<file path="src/rtl/adc_dma_pkg.sv">
package adc_dma_pkg;
  localparam int REG_AW  = 3;
  localparam int N_FLAGS = 4;

  // flag bit positions (software decodes these)
  localparam int FLG_OVF  = 0;
  localparam int FLG_SAT  = 1;
  localparam int FLG_FULL = 2;
  localparam int FLG_HALF = 3;

  localparam logic [REG_AW-1:0] OFS_CTRL   = 3'd0;
  localparam logic [REG_AW-1:0] OFS_GAIN   = 3'd1;
  localparam logic [REG_AW-1:0] OFS_LEN    = 3'd2;
  localparam logic [REG_AW-1:0] OFS_BASE   = 3'd3;
  localparam logic [REG_AW-1:0] OFS_FLAGS  = 3'd4;
  localparam logic [REG_AW-1:0] OFS_MASK   = 3'd5;
  localparam logic [REG_AW-1:0] OFS_IRQSET = 3'd6;
  localparam logic [REG_AW-1:0] OFS_IRQCLR = 3'd7;
endpackage

</file>
<file path="src/rtl/adc_gain_stage.sv">
module adc_gain_stage #(
  parameter int DATA_W = 16,
  parameter int GAIN_W = 16,
  parameter int FRAC_W = 14
) (
  input  logic [DATA_W-1:0] smp_in,
  input  logic [GAIN_W-1:0] gain,
  output logic [DATA_W-1:0] smp_out,
  output logic              sat
);
  localparam int PW = DATA_W + GAIN_W + 1;

  // returns {saturated, clamped result}
  function automatic logic [DATA_W:0] gain_apply(input logic [DATA_W-1:0] s,
                                                 input logic [GAIN_W-1:0] g);
    logic signed [PW-1:0] prod;
    logic signed [PW-1:0] shf;
    logic signed [PW-1:0] hi;
    logic signed [PW-1:0] lo;
    prod = $signed(s) * $signed({1'b0, g});
    shf  = prod >>> FRAC_W;
    hi   = {{(PW-DATA_W+1){1'b0}}, {(DATA_W-1){1'b1}}};
    lo   = ~hi;
    if (shf > hi)      return {1'b1, hi[DATA_W-1:0]};
    else if (shf < lo) return {1'b1, lo[DATA_W-1:0]};
    return {1'b0, shf[DATA_W-1:0]};
  endfunction

  logic [DATA_W:0] res;
  assign res     = gain_apply(smp_in, gain);
  assign smp_out = res[DATA_W-1:0];
  assign sat     = res[DATA_W];
endmodule

</file>
<file path="src/rtl/adc_ring_ptr.sv">
module adc_ring_ptr #(
  parameter int IDX_W = 8
) (
  input  logic             clk,
  input  logic             rst_n,
  input  logic             step,
  input  logic             restart,
  input  logic [IDX_W:0]   len,
  output logic [IDX_W-1:0] idx,
  output logic             at_half,
  output logic             at_last
);
  localparam int LEN_W = IDX_W + 1;

  logic [LEN_W-1:0] idx_ext;
  logic [LEN_W-1:0] last_pos;
  logic [LEN_W-1:0] half_pos;
  logic             wrap;

  assign idx_ext  = {1'b0, idx};
  assign last_pos = len - LEN_W'(1);
  assign half_pos = (len >> 1) - LEN_W'(1);
  assign at_last  = (idx_ext == last_pos);
  assign at_half  = (idx_ext == half_pos);
  assign wrap     = (idx_ext >= last_pos);

  always_ff @(posedge clk or negedge rst_n) begin
    if (!rst_n)       idx <= '0;
    else if (restart) idx <= '0;
    else if (step)    idx <= wrap ? '0 : idx + IDX_W'(1);
  end
endmodule

</file>
<file path="src/rtl/adc_event_flags.sv">
module adc_event_flags #(
  parameter int N = 4
) (
  input  logic         clk,
  input  logic         rst_n,
  input  logic [N-1:0] set_vec,
  input  logic [N-1:0] clr_vec,
  input  logic [N-1:0] mask,
  input  logic         irq_en,
  output logic [N-1:0] flags,
  output logic         irq
);
  for (genvar g = 0; g < N; g++) begin : g_flag
    always_ff @(posedge clk or negedge rst_n) begin
      if (!rst_n) flags[g] <= 1'b0;
      else        flags[g] <= set_vec[g] | (flags[g] & ~clr_vec[g]);
    end
  end

  assign irq = irq_en & (|(flags & mask));
endmodule

</file>
<file path="src/rtl/adc_sample_dma.sv">
module adc_sample_dma
  import adc_dma_pkg::*;
#(
  parameter int DATA_W = 16,
  parameter int GAIN_W = 16,
  parameter int FRAC_W = 14,
  parameter int IDX_W  = 8,
  parameter int MEM_AW = 12,
  parameter int REG_DW = 32
) (
  input  logic              clk,
  input  logic              rst_n,
  input  logic              smp_valid,
  input  logic [DATA_W-1:0] smp_data,
  input  logic              reg_wr,
  input  logic [REG_AW-1:0] reg_addr,
  input  logic [REG_DW-1:0] reg_wdata,
  output logic [REG_DW-1:0] reg_rdata,
  output logic              mem_we,
  output logic [MEM_AW-1:0] mem_addr,
  output logic [DATA_W-1:0] mem_wdata,
  output logic              irq
);
  localparam int LEN_W = IDX_W + 1;
  localparam logic [LEN_W-1:0]  LEN_RST  = LEN_W'(1 << IDX_W);
  localparam logic [GAIN_W-1:0] GAIN_RST = GAIN_W'(1 << FRAC_W);

  // configuration state
  logic              dma_en_q;
  logic [GAIN_W-1:0] gain_q;
  logic [LEN_W-1:0]  len_q;
  logic [MEM_AW-1:0] base_q;
  logic [N_FLAGS-1:0] mask_q;
  logic              irq_en_q;

  // named internal events
  logic              acc_fire;
  logic              ev_ovf;
  logic              ev_sat;
  logic              ev_half;
  logic              ev_full;
  logic              gain_sat;
  logic [DATA_W-1:0] corr_smp;
  logic [IDX_W-1:0]  ring_idx;
  logic              at_half;
  logic              at_last;
  logic [N_FLAGS-1:0] set_vec;
  logic [N_FLAGS-1:0] clr_vec;
  logic [N_FLAGS-1:0] flag_q;

  logic wr_ctrl, wr_gain, wr_len, wr_base, wr_flags, wr_mask, wr_iset, wr_iclr;
  assign wr_ctrl  = reg_wr && (reg_addr == OFS_CTRL);
  assign wr_gain  = reg_wr && (reg_addr == OFS_GAIN);
  assign wr_len   = reg_wr && (reg_addr == OFS_LEN);
  assign wr_base  = reg_wr && (reg_addr == OFS_BASE);
  assign wr_flags = reg_wr && (reg_addr == OFS_FLAGS);
  assign wr_mask  = reg_wr && (reg_addr == OFS_MASK);
  assign wr_iset  = reg_wr && (reg_addr == OFS_IRQSET);
  assign wr_iclr  = reg_wr && (reg_addr == OFS_IRQCLR);

  always_ff @(posedge clk or negedge rst_n) begin
    if (!rst_n) begin
      dma_en_q <= 1'b0;
      gain_q   <= GAIN_RST;
      len_q    <= LEN_RST;
      base_q   <= '0;
      mask_q   <= '0;
      irq_en_q <= 1'b0;
    end else begin
      if (wr_ctrl) dma_en_q <= reg_wdata[0];
      if (wr_gain) gain_q   <= reg_wdata[GAIN_W-1:0];
      if (wr_len)  len_q    <= reg_wdata[LEN_W-1:0];
      if (wr_base) base_q   <= reg_wdata[MEM_AW-1:0];
      if (wr_mask) mask_q   <= reg_wdata[N_FLAGS-1:0];
      if (wr_iset)      irq_en_q <= 1'b1;
      else if (wr_iclr) irq_en_q <= 1'b0;
    end
  end

  adc_gain_stage #(.DATA_W(DATA_W), .GAIN_W(GAIN_W), .FRAC_W(FRAC_W)) u_gain (
    .smp_in (smp_data),
    .gain   (gain_q),
    .smp_out(corr_smp),
    .sat    (gain_sat)
  );

  assign acc_fire = smp_valid && dma_en_q;
  assign ev_ovf   = smp_valid && !dma_en_q;
  assign ev_sat   = smp_valid && gain_sat;
  assign ev_half  = acc_fire && at_half;
  assign ev_full  = acc_fire && at_last;

  adc_ring_ptr #(.IDX_W(IDX_W)) u_ptr (
    .clk    (clk),
    .rst_n  (rst_n),
    .step   (acc_fire),
    .restart(wr_len),
    .len    (len_q),
    .idx    (ring_idx),
    .at_half(at_half),
    .at_last(at_last)
  );

  always_comb begin
    set_vec           = '0;
    set_vec[FLG_OVF]  = ev_ovf;
    set_vec[FLG_SAT]  = ev_sat;
    set_vec[FLG_FULL] = ev_full;
    set_vec[FLG_HALF] = ev_half;
  end
  assign clr_vec = wr_flags ? reg_wdata[N_FLAGS-1:0] : '0;

  adc_event_flags #(.N(N_FLAGS)) u_flags (
    .clk    (clk),
    .rst_n  (rst_n),
    .set_vec(set_vec),
    .clr_vec(clr_vec),
    .mask   (mask_q),
    .irq_en (irq_en_q),
    .flags  (flag_q),
    .irq    (irq)
  );

  // registered memory write port
  always_ff @(posedge clk or negedge rst_n) begin
    if (!rst_n) begin
      mem_we    <= 1'b0;
      mem_addr  <= '0;
      mem_wdata <= '0;
    end else begin
      mem_we <= acc_fire;
      if (acc_fire) begin
        mem_addr  <= base_q + MEM_AW'(ring_idx);
        mem_wdata <= corr_smp;
      end
    end
  end

  always_comb begin
    reg_rdata = '0;
    case (reg_addr)
      OFS_CTRL:   reg_rdata[0]          = dma_en_q;
      OFS_GAIN:   reg_rdata[GAIN_W-1:0] = gain_q;
      OFS_LEN:    reg_rdata[LEN_W-1:0]  = len_q;
      OFS_BASE:   reg_rdata[MEM_AW-1:0] = base_q;
      OFS_FLAGS:  reg_rdata[N_FLAGS-1:0] = flag_q;
      OFS_MASK:   reg_rdata[N_FLAGS-1:0] = mask_q;
      default:    reg_rdata[0]          = irq_en_q;
    endcase
  end
endmodule

</file>
<file path="config.mk">
export PLATFORM = sky130hd
export DESIGN_NAME = adc_sample_dma
export DESIGN_NICKNAME = d
export VERILOG_FILES = /design/src/rtl/adc_dma_pkg.sv /design/src/rtl/adc_gain_stage.sv /design/src/rtl/adc_ring_ptr.sv /design/src/rtl/adc_event_flags.sv /design/src/rtl/adc_sample_dma.sv
export SDC_FILE = /design/constraint.sdc
export NUM_CORES = 1
export LEC_CHECK = 0
export BUFFER_PORTS_ARGS = -buffer_cell sky130_fd_sc_hd__buf_4
export CAP_MARGIN = 20
export CORE_AREA = 2 2 170 172
export DETAILED_ROUTE_END_ITERATION = 16
export DIE_AREA = 0 0 172 174
export HOLD_SLACK_MARGIN = 0.1
export PLACE_DENSITY = 0.68
export SYNTH_ARGS = -nofsm -noshare
export SYNTH_HDL_FRONTEND = slang
export SYNTH_HIERARCHICAL = 1
export SYNTH_SLANG_ARGS = --single-unit
</file>
<file path="constraint.sdc">
create_clock -name clk -period 8.8 [get_ports clk]
set_clock_uncertainty 0.2 [all_clocks]
set_input_delay 1.76 -clock clk [delete_from_list [all_inputs] [get_ports clk]]
set_output_delay 1.76 -clock clk [all_outputs]
set_load 0.05 [all_outputs]
</file>
[Word-level counts from Yosys, hierarchy flattened]
Cells that the tools add are included.
Storage, ports and cells
  flip-flop bits (word level): 84
  word-level logic and storage cells: 79
Cells by class
  add/sub/neg operators: 4
  $mul: 1
  $lt $le $gt $ge: 3
  equal/unequal tests: 9
  mux-type cells: 16
  bitwise logic cells: 14
  reductions and logical operators: 18
Operators with widths (number)
  two-way mux 17 bit: 3
  multiplier 16 x 17 -> 33 bit: 1
  two-way mux 8 bit: 3
  > comparator 19 x 16 -> 1 bit (second input constant): 1
  < comparator 19 x 16 -> 1 bit (second input constant): 1
  == test 8 x 9 -> 1 bit: 2
  case mux 3 bit (5 select lines): 1
  case mux 5 bit (3 select lines): 1
  logical AND 1 bit: 13
  adder 12 x 8 -> 12 bit: 1
  == test 3 bit (second input constant): 4
  greater-or-equal comparator 8 x 9 -> 1 bit: 1
  subtractor 8 x 1 -> 9 bit (second input constant): 1
  subtractor 9 x 1 -> 9 bit (second input constant): 1
  adder 8 x 1 -> 8 bit (second input constant): 1
  two-way mux 4 bit: 2
  == test 3 x 2 -> 1 bit (second input constant): 2
  case mux 1 bit (6 select lines): 1
  case mux 3 bit (2 select lines): 1
  bitwise AND 1 bit: 5
  bitwise AND 4 bit: 1
  two-way mux 1 bit: 4
  inverter 1 bit: 4
  OR 1 bit: 4
  5 further kinds: 6

[Logic depth before layout (Yosys ltp)]
  depth in word-level cells: 7
  depth in mapped cells: 26
  gate-level depth less buffers: 23

[By module]
Netlist, hierarchy kept.
By module, submodules not included
  adc_gain_stage: instances 1, cells an instance 1032, area an instance 8927.3 um^2, seq. area each 0.0 um^2
  adc_sample_dma: instances 1, cells an instance 361, area an instance 3778.6 um^2, seq. area each 1804.2 um^2
  adc_ring_ptr: instances 1, cells an instance 124, area an instance 996.0 um^2, seq. area each 200.2 um^2
  adc_event_flags: instances 1, cells an instance 15, area an instance 168.9 um^2, seq. area each 100.1 um^2

[Least setup slack after synthesis]
Ideal clock, no wire load.
  kind: input -> register
  start point: input smp_data[9]
  end point: register u_flags.flags[1]
  setup time: 0.118 ns
  arrival time: 7.550 ns
  data required time: 8.482 ns
  path slack: 0.932 ns
  stages on the path: 24
  buffers on the path: 1
  path through: clkbuf_1 nand2_1 fa_1 inv_1 fa_1 inv_1 fa_1 inv_1 fa_1 fa_1 inv_1 fa_1 inv_1 ha_1 nand2_1 o21ai_1 or4_4 o211ai_2 a21oi_1 a311oi_4 inv_1 mux2i_1 and2_1 a21o_1
Between the ends
  longest elaborated chain between the ends: 7
  elaborated cells on any way between the ends: 9
  classes of those cells: mul: 1; order compare: 2; mux: 4; bitwise: 1; reduce/logical: 1
Ends and longest elaborated chain
  start, declared: RTL line adc_sample_dma.sv:14  | input logic [DATA_W-1:0] smp_data,
  multiplier 16 x 17 -> 33 bit (*): RTL line adc_gain_stage.sv:20  | prod = $signed(s) * $signed({1'b0, g});
  < comparator 19 x 16 -> 1 bit: RTL line adc_gain_stage.sv:25  | else if (shf < lo) return {1'b1, lo[DATA_W-1:0]};
  two-way mux 1 bit: RTL line adc_gain_stage.sv:25
  two-way mux 1 bit: RTL line adc_gain_stage.sv:24  | if (shf > hi) return {1'b1, hi[DATA_W-1:0]};
  two-way mux 17 bit (*): RTL line adc_gain_stage.sv:26  | return {1'b0, shf[DATA_W-1:0]};
  via gain_sat: RTL line adc_sample_dma.sv:42  | logic gain_sat;
  logical AND 1 bit (*): RTL line adc_sample_dma.sv:89  | assign ev_sat = smp_valid && gain_sat;
  via ev_sat: RTL line adc_sample_dma.sv:39  | logic ev_sat;
  OR 1 bit (*): RTL line adc_event_flags.sv:16  | else flags[g] <= set_vec[g] | (flags[g] & ~clr_vec[g]);
  end signal, assigned by index: RTL line adc_event_flags.sv:16
  end, declared: RTL line adc_event_flags.sv:10  | output logic [N-1:0] flags,
The timed path passes the listed nets; every way through them passes the cells marked *.
A chain may end at the register's enable or synchronous reset.

[Final worst setup path]
  start point: input smp_data[15]
  end point: register u_flags.flags[1]
Same word-level chain as after synthesis.

==> metrics.txt <==
status=complete, no violations; HP Class=reg2reg; largest net degree at the start of global routing=48; Via density=5.40; register bit total from synthesis=84; endpoints failing setup=0; GRT overflow=0; via count=10600; Post-DP HPWL=26.5 mm; Fmax=122 MHz; number of post-CTS setup repair buffers=0; Hold Vio Cnt, Final=0; Crit Path Max Fanout=10; Worst Path Buf+Inv=4; cell class contributing the biggest share of worst-path delay=adder cells; CTS Sinks=84; multi-input combinational cell area=10500 um^2; Detailed Route WL=34.0 mm; cells along the critical path=buf_4 -> inv_2 -> nor2_1 -> fa_1 -> fa_1 -> fa_1 -> fa_1 -> fa_1 -> inv_1 -> fa_1 -> inv_1 -> ha_1 -> and3_1 -> nand4_1 -> o31ai_2 -> a41oi_1 -> xnor2_1 -> and3_2 -> mux2i_1 -> and2_1 -> a21o_1; CTS Buf Count=9; slew margin rel.=33.6%; deepest clock path buffer count=2; Critical Path AT=8.25 ns; Overall Global Routing Usage=23.9%; Synth Instances=1532; cell taking the most area after synthesis=fa_1; pre-CTS setup slack=0.307 ns; Final Slew Violations=0; # IOs=117; Initial Util=49.1%; Routed Antenna Nets=0; min cycle time layout=8.21 ns; max-cap violation count=0; H-Tree Depth=3; Min Hold Slack=0.277 ns; commonest cells after routing, fill and taps aside=inv_1 (256), nand2_1 (222), fa_1 (194); Setup crit end kind=flop; n_diodes=0; drt drc=0; antenna violations before repair=0; post-cts sizing count=0; Detailed Routing Iterations Pass 1=5; slowest CP cell=fa_1; Worst-Margin Slew=0.996 ns; register area=2100 um^2; Async S/R FF share, synth=100%; Critical Path Most Common Cell=fa_1; first-pass GRT wire length=56.6 mm; Synth cell types=87; Avg WL per Cell=17.3 um; Setup Crit Path Kind=in2reg; port bufs=84; Syn. warnings=6; commonest non-fill, non-tap cell in the layout=inv_1; clock slew seen by the registers of the worst setup and hold paths=0.07 ns; final critical-path setup slack=0.592 ns; slowest stage delay, CP=0.58 ns; total core area=28200 um^2; gpl congestion=0.915; Startpoint Class=input pin; synth-to-layout area growth=8.16%; vias in the first global route=11000; CTS tree=yes; Final Util=53.1%; Post-synth EDFFs=0; Detailed Route Iter0 Violations=671; Cell Area, Synth=13900 um^2; top cells by area, synth=fa_1 (28%), dfrtp_1 (15%), ha_1 (13%), inv_1 (6.9%), nand2_1 (6.0%); top_reg_cell synth=dfrtp_1; top-area cell type share of the netlist area=28.0%; final worst path period share=93.3%; Seq/Total Area, Yosys=15.2%; CP required=8.84 ns; die area=29900 um^2; hold buffer count at CTS=0; mean area per synthesized cell=9.05 um^2; Root Buffer=clkbuf_16; die width=172 um; final net count=1964; share of cells above drive strength 1=12.7%; Setup TNS Final=0 ns; Die H=174 um; row cnt=62; Worst-Skew Late Latency=0.34 ns; # fillers=2671; RSZ-0062 raised after global routing=false
## tightest hold or removal path, stage by stage (launching register included)
cell,delay [ns]
dfrtp_1,0.34
nand2_1,0.05
nand2_1,0.06
## cells by family (layout without fill, tap and decap cells)
family          after synthesis  in the layout  synth area share (%)
simple gates                488            488                  17.4
other cells                   1             16                0.0270
mux                          58             58                  4.62
buf+inv                     334            367                  9.90
compound gates              191            191                  9.50
xor+xnor                     42             42                  2.71
fa+ha+maj                   334            334                  40.6
flops                        84             84                  15.2
## flip-flops by register name, summed over array words and instances, names as in the netlist
| register | cells |
|---|---|
| mem_addr | 12 |
| gain_q | 16 |
| len_q | 9 |
| u_ptr/idx | 8 |
| irq_en_q | 1 |
| base_q | 12 |
| dma_en_q | 1 |
| mem_we | 1 |
| mask_q | 4 |
| u_flags/flags | 4 |
| mem_wdata | 16 |
## Yosys cell counts (all sizes together) (21+ instances only)
| master | count |
|---|---|
| xnor2 | 21 |
| o21ai | 58 |
| and2 | 126 |
| xor2 | 21 |
| fa | 194 |
| buf | 36 |
| inv | 258 |
| clkbuf | 39 |
| dfrtp | 82 |
| nor2 | 47 |
| a21oi | 46 |
| mux2 | 48 |
| nand2 | 224 |
| ha | 140 |
## through the flow
| step | area, um^2 | cells |
|---|---|---|
| floorplan | 13900 | 1547 |
| global placement | 14700 | 1948 |
| CTS | 15000 | 1964 |
| finish | 15000 | 1964 |
| detailed placement | 14700 | 1948 |
| global route | 15000 | 1964 |
## path summary, 6_finish.rpt
kind / startpoint / endpoint / slack, ns / cells after the start
hold reg to reg: mem_wdata[7] / mem_wdata[7] / 0.28 / 2
max in group asynchronous: rst_n / gain_q[9] / 6.24 / 2
setup / recovery: smp_data[15] / u_flags/flags[1] / 0.59 / 21
min in group asynchronous: rst_n / u_flags/flags[2] / 1.17 / 1
setup reg to reg: gain_q[1] / u_flags/flags[1] / 1.22 / 21
hold / removal: mem_wdata[7] / mem_wdata[7] / 0.28 / 2
## per-layer routing
layer	vias up	track usage, %	routed length (um)
met3	35	3.10	1840
met1	5348	33.1	15000
li1	4917	-	-
met2	300	39.6	16500
met5	-	0	0
met4	0	6.27	734
## layout make-up
class	instances	share of cell area, %
Clock buffer	9	1.50
Clock inverter	7	0.500
Inverter	259	6.48
Multi-Input combinational cell	1129	69.7
Sequential cell	84	14.0
Tap cell	384	3.20
Timing Repair Buffer	92	4.60
Power is not shown: default switching activity piles up to over one toggle a cycle in this logic, so the estimate is an artifact.
